--- src/rtl/dual_dma_engine.sv ---
module dual_dma_engine #(
  parameter int AW = 32,
  parameter int CW = 24
) (
  input  logic          clk,
  input  logic          rst_n,
  input  logic          reg_wr,
  input  logic [3:0]    reg_addr,
  input  logic [31:0]   reg_wdata,
  output logic [31:0]   reg_rdata,
  input  logic [1:0]    req_in,
  output logic          mem_rd,
  output logic          mem_wr,
  output logic [AW-1:0] mem_addr,
  output logic [1:0]    mem_size,
  output logic [31:0]   mem_wdata,
  input  logic [31:0]   mem_rdata,
  output logic          irq_req,
  output logic [6:0]    irq_vec,
  output logic [3:0]    irq_lvl
);
  typedef enum logic [1:0] {S_IDLE, S_RD, S_WR} st_t;

  logic [AW-1:0] src_r [2];
  logic [AW-1:0] dst_r [2];
  logic [CW-1:0] cnt_r [2];
  logic [15:0]   ctl_r [2];
  logic [6:0]    vec_r [2];
  logic          opr_me;
  logic [3:0]    prio_r;
  logic [1:0]    run, pend, armed, want;
  logic          chk, cur, sel;
  logic [1:0]    beat;
  st_t           st;

  for (genvar c = 0; c < 2; c++) begin : g_arm
    assign armed[c] = opr_me && ctl_r[c][0] && !ctl_r[c][1];
    assign want[c]  = armed[c] && (run[c] || pend[c]);
  end
  assign sel = !want[0];

  wire [15:0]   cc    = ctl_r[cur];
  wire [1:0]    usz   = cc[11:10];
  wire          burst = (usz == 2'd3);
  wire          last  = !burst || (beat == 2'd3);
  wire [AW-1:0] offs  = burst ? AW'({beat, 2'b00}) : '0;
  wire [AW-1:0] step  = burst ? AW'(16) : (AW'(1) << usz);
  wire [AW-1:0] src_nx = burst ? src_r[cur] + AW'(16)
                       : src_r[cur] + (cc[12] ? step : '0) - (cc[13] ? step : '0);
  wire [AW-1:0] dst_nx = dst_r[cur] + (cc[14] ? step : '0) - (cc[15] ? step : '0);
  wire [CW-1:0] cnt_nx = burst ? ((cnt_r[cur] > CW'(4)) ? cnt_r[cur] - CW'(4) : '0)
                       : cnt_r[cur] - CW'(1);

  wire fin_idle = (st == S_IDLE) && (|want) && (cnt_r[sel] == '0);
  wire fin_wr   = (st == S_WR) && last && (cnt_nx == '0);
  wire fin      = fin_idle || fin_wr;
  wire fin_ch   = fin_idle ? sel : cur;

  assign mem_rd    = (st == S_RD);
  assign mem_wr    = (st == S_WR);
  assign mem_addr  = (mem_rd ? src_r[cur] : dst_r[cur]) + offs;
  assign mem_size  = burst ? 2'd2 : usz;
  assign mem_wdata = mem_rdata;

  always_comb begin
    reg_rdata = '0;
    if (!reg_addr[3]) begin
      case (reg_addr[1:0])
        2'd0: reg_rdata = 32'(src_r[reg_addr[2]]);
        2'd1: reg_rdata = 32'(dst_r[reg_addr[2]]);
        2'd2: reg_rdata = 32'(cnt_r[reg_addr[2]]);
        default: reg_rdata = 32'(ctl_r[reg_addr[2]]);
      endcase
    end else begin
      case (reg_addr[2:0])
        3'd0: reg_rdata = 32'(vec_r[0]);
        3'd1: reg_rdata = 32'(vec_r[1]);
        3'd2: reg_rdata = 32'(opr_me);
        3'd3: reg_rdata = 32'(prio_r);
        default: reg_rdata = '0;
      endcase
    end
  end

  always_ff @(posedge clk) begin
    if (!rst_n) begin
      for (int c = 0; c < 2; c++) begin
        src_r[c] <= '0; dst_r[c] <= '0; cnt_r[c] <= '0;
        ctl_r[c] <= '0; vec_r[c] <= '0;
      end
      opr_me <= 1'b0; prio_r <= '0; run <= '0; pend <= '0; chk <= 1'b0;
      cur <= 1'b0; beat <= '0; st <= S_IDLE;
      irq_req <= 1'b0; irq_vec <= '0; irq_lvl <= '0;
    end else begin
      irq_req <= 1'b0;
      chk <= reg_wr && (reg_addr == 4'd3 || reg_addr == 4'd7 || reg_addr == 4'd10);
      if (reg_wr) begin
        if (!reg_addr[3]) begin
          case (reg_addr[1:0])
            2'd0: src_r[reg_addr[2]] <= reg_wdata[AW-1:0];
            2'd1: dst_r[reg_addr[2]] <= reg_wdata[AW-1:0];
            2'd2: cnt_r[reg_addr[2]] <= reg_wdata[CW-1:0];
            default: ctl_r[reg_addr[2]] <= reg_wdata[15:0];
          endcase
        end else begin
          case (reg_addr[2:0])
            3'd0: vec_r[0] <= reg_wdata[6:0];
            3'd1: vec_r[1] <= reg_wdata[6:0];
            3'd2: opr_me   <= reg_wdata[0];
            3'd3: prio_r   <= reg_wdata[3:0];
            default: ;
          endcase
        end
      end
      for (int c = 0; c < 2; c++) begin
        if (chk && armed[c] && ctl_r[c][9]) run[c] <= 1'b1;
        if (req_in[c] && armed[c] && !ctl_r[c][9]) pend[c] <= 1'b1;
      end
      case (st)
        S_IDLE: if (|want) begin
          cur  <= sel;
          beat <= '0;
          if (cnt_r[sel] != '0) st <= S_RD;
        end
        S_RD: st <= S_WR;
        default: begin
          if (!last) begin
            beat <= beat + 2'd1;
            st   <= S_RD;
          end else begin
            src_r[cur] <= src_nx;
            dst_r[cur] <= dst_nx;
            cnt_r[cur] <= cnt_nx;
            pend[cur]  <= 1'b0;
            st         <= S_IDLE;
          end
        end
      endcase
      if (fin) begin
        ctl_r[fin_ch][1] <= 1'b1;
        run[fin_ch]  <= 1'b0;
        pend[fin_ch] <= 1'b0;
        if (ctl_r[fin_ch][2]) begin
          irq_req <= 1'b1;
          irq_vec <= vec_r[fin_ch];
          irq_lvl <= prio_r;
        end
      end
    end
  end

  wire wr_ctl0 = reg_wr && (reg_addr == 4'd3);

  AST_IDLE_WHEN_OFF: assert property (@(posedge clk) disable iff (!rst_n)
    (st == S_IDLE && !opr_me) |=> !mem_rd);
  AST_WR_AFTER_RD: assert property (@(posedge clk) disable iff (!rst_n)
    mem_wr |-> $past(mem_rd));
  AST_END_AT_ZERO: assert property (@(posedge clk) disable iff (!rst_n)
    (ctl_r[0][1] && !$past(ctl_r[0][1]) && !$past(wr_ctl0)) |-> (cnt_r[0] == '0));
  AST_IRQ_ON_END: assert property (@(posedge clk) disable iff (!rst_n)
    (ctl_r[0][1] && !$past(ctl_r[0][1]) && !$past(wr_ctl0)) |-> (irq_req == ctl_r[0][2]));
  AST_SRC_HELD_IDLE: assert property (@(posedge clk) disable iff (!rst_n)
    (st == S_IDLE && !reg_wr) |=> $stable(src_r[0]));
endmodule

--- config.mk ---
export PLATFORM = sky130hd
export DESIGN_NAME = dual_dma_engine
export DESIGN_NICKNAME = d
export VERILOG_FILES = /design/src/rtl/dual_dma_engine.sv
export SDC_FILE = /design/constraint.sdc
export NUM_CORES = 1
export LEC_CHECK = 0
export ABC_CLOCK_PERIOD_IN_PS = 13900
export BUFFER_PORTS_ARGS = -buffer_cell sky130_fd_sc_hd__buf_2
export CORE_MARGIN = 1
export CORE_UTILIZATION = 55
export CTS_CLUSTER_SIZE = 14
export DETAILED_ROUTE_END_ITERATION = 16
export GPL_ROUTABILITY_DRIVEN = 0
export GPL_TIMING_DRIVEN = 0
export PLACE_DENSITY = 0.8
export REMOVE_ABC_BUFFERS = 1
export SYNTH_ARGS = -nofsm -noshare
export SYNTH_HDL_FRONTEND = slang
export SYNTH_SLANG_ARGS = --single-unit
--- constraint.sdc ---
create_clock -name clk -period 13.9 [get_ports clk]
set_input_delay 0.695 -clock clk [delete_from_list [all_inputs] [get_ports clk]]
set_output_delay 0.695 -clock clk [all_outputs]
set_load 0.005 [all_outputs]
==> results.cfg <==
[die]
rows = 70
starting_density_of_the_core = 0.558
io_pins = 185
die-height_um = 195
core_region_area_mm2 = 0.0365
fp.dieW_um = 195
floorplan.die_area_mm2 = 0.0379

[detailed_routing]
drt_iter0_markers = 2892
via_per_inst = 7.04
final_antenna_net_count = 0
routed_wl_um = 72200
via_count = 19894
detail_route.drc_violations = 0
firstDrtPassIters = 6
post_drt_wl_per_cell_um = 25.5

[hold_path]
holdPathStages = 2
worst_hold_path_type = reg2reg
min_to = irq_vec[5]
timing.hold.worst.start = irq_vec[5]

[synth]
synth.distinct_cells = 85
synth.largest_area_cell = edfxtp_1
synth-seq-area-share = 0.353
async_flop_share = 0
synth_top_flop_cell = edfxtp_1
synth-seq-cells = 250
mappedNetlistArea_mm2 = 0.0204
synth.avg_cell_area_um2 = 8.75
ys_top_cells_by_area = edfxtp_1 (32%), ha_1 (6.0%), o21ai_0 (5.6%), nand3_1 (5.4%), mux2i_1 (4.9%)
netlist.area_leader.share = 0.324
count_of_flip_flops_with_a_built_in_enable_after_synthesis = 220
synth.yosys.warnings = 0
synth_cells = 2331

[worst_setup_path]
rr_worst_depth = 15
path_depth = 13
critical_path.endpoint_type = output port
critPathLaunchType = flip-flop
timing.critical_path.max_delay_family = simple AND/OR/NAND/NOR gates
crit_fanout = 49
worst_path_cell_with_the_longest_stage_delay = nor4b_1
path_common_cell = nand3_1
worst-endpoint-arrival_ps = 6360
cp.required_ps = 13200
setup.reg_to_reg.worst_slack_ps = 7430
regToRegEndpoint = dst_r[1][31]
criticalPathCategory = reg2out
critical_path_buf_inv_count = 2
slowest_delay_ps = 1090
critical_path.cell_chain = nand3_1 -> nand2_2 -> buf_12 -> and2_1 -> ha_1 -> a21o_1 -> o21ai_0 -> nor4b_1 -> nand4_1 -> nor3_1 -> nand3_1 -> xnor2_1 -> buf_2

[sta]
final-hold-violation-count = 0
min_period_over_period = 0.507
post-route-min-period_ps = 7050
max-slew-margin-rel = 0.0640
timing_worst_slew_pin_value_ps = 1400
hold_slack_ps = 452
unrepaired_setup_endpoints_after_global_routing = no
skew_ps = 14.5
timing_max_transition_violations_final = 0
timing.fmax_ghz = 0.142
report.final.setup_viol = 0

[final_layout]
multi_input_comb_area_mm2 = 0.0121
drive_above_1_share = 0.122
layout_common_cells = o21ai_0 (229), nand3_1 (220), edfxtp_1 (220)
final.fill_count = 2990
nNetsFinal = 2515
regArea_mm2 = 0.00721
areaGrowthSynthToFinish_pct = 9.93
layout_commonest_cell = o21ai_0
final_area_mm2 = 0.0224

[clock_tree]
post-cts-setup-buffers = 0
clock-sinks = 250
cts.repair.resized = 0
clock_path_buffers = 3
root_buffer = clkbuf_16
clkTransAtPathRegs_ps = 60
cts_max_level = 1
cts_buffers = 29
clock_tree_from_tritoncts = done
cts.hold.buffers_added = 0
clk-insertion-delay-late_ps = 580

[grt]
grt_start_max_net_pins = 88
globalRouteOverflowTotal = 0
first_global_vias = 18965
grtUsageTotal = 0.370
grt_antenna_before_repair = 1
wire_length_of_the_first_global_routing_pass_um = 109000

[run]
max-cap-violations = 0

[run_status]
run_status = finished clean

[power]
power_density_mw_per_mm2 = 90.4
fin_total_pwr_mw = 2.03
worst_ir_drop_vdd_mv = 0.0867
lkg_pwr_nw = 8.55

[placed_design]
buffer_ports.inserted = 120
placement.cell_area_mm2 = 0.0215
detailedPlacementHpwl_um = 51500
cells in the mapped netlist (7+ instances only):
cell      count
a41oi_1       8
buf_1        22
xor2_1       41
and3_1       52
xnor2_1      73
a31oi_1      25
nand2_1     155
o21a_1       17
fa_1          9
o22ai_1      12
mux2i_1      99
a22oi_1      94
mux2_2       40
nor2b_1      14
and4_1        7
o211ai_1      8
a22o_1        7
inv_1        96
buf_4        37
nor3_1       57
a211oi_1      9
a21oi_1     119
nor2_1      149
nor4_1       13
dfxtp_1      30
and2_1       26
o21bai_1      9
a221oi_1     10
o31ai_1       9
edfxtp_1    220
nand3_1     222
nor3b_1      10
or3_1        12
nand2b_1     22
ha_1         97
nand3b_1     11
a32oi_1       8
a21o_1       28
nand4_1      18
o21ai_0     230
clkbuf_1    113
worst reg2reg max path, cell delays in order, from the launching register on:
cell       delay [ps]
dfxtp_4           600
buf_16            390
mux2i_1           700
or3_1             230
fa_1              430
ha_1              310
a21o_1            180
a21oi_1           390
o21a_1            250
o32ai_1           200
a21o_1            350
a2111oi_0        1120
o31ai_1           240
o41a_1            440
or4_1             430
nand3_1           100
power by group:
part | internal [mW] | switching (mW)
Sequential | 0.846 | 0.0257
Clock | 0.453 | 0.322
Combinational | 0.131 | 0.248
final cells by class:
cell class | count | share of cell area
timing repair buffer | 155 | 0.0558
multi-input combinational | 1802 | 0.538
tap | 468 | 0.0261
sequential | 250 | 0.322
inverter | 98 | 0.0164
clock inverter | 18 | 0.00843
clock buffer | 34 | 0.0332
antenna | 1 | 0.000112
how the worst max path moves through the flow:
stage / startpoint / endpoint
2_1_floorplan: flip-flop / dst_r[0][31]
3_3_place_gp: flip-flop / dst_r[0][31]
3_5_place_dp: flip-flop / dst_r[0][31]
4_1_cts: flip-flop / mem_addr[29]
5_1_grt: flip-flop / mem_addr[27]
6_report: flip-flop / mem_addr[29]
metrics by stage:
step / setup TNS [ps] / utilization / setup slack, ps / cells
finish: 0 / 0.614 / 6850 / 2826
global route: 0 / 0.614 / 6720 / 2826
CTS: 0 / 0.614 / 7090 / 2825
detailed placement: 0 / 0.588 / 7680 / 2773
global placement: -647 / 0.568 / -221 / 2738
floorplan: 0 / - / 4290 / 2150
flip-flops by register name, summed over array words and instances (netlist names), 2 cells and up, named ones only:
register  cells
beat          2
irq_lvl       4
vec_r        14
src_r        64
pend          2
irq_vec       7
dst_r        64
prio_r        4
ctl_r        32
run           2
st            2
cnt_r        48
metal layers:
layer  part of all wire  GRT usage
met3               0.14     0.0914
met5                  0    0.00894
met4              0.067      0.221
met1               0.36      0.468
met2               0.44      0.571
kinds of logic after synthesis:
logic type | Yosys count | share of synthesized area
fa+ha+maj | 106 | 0.0683
flops | 250 | 0.353
mux | 142 | 0.0734
simple gates | 798 | 0.197
compound gates | 642 | 0.200
buf+inv | 279 | 0.0596
xor+xnor | 114 | 0.0490
(Power assumes the default switching activity.)
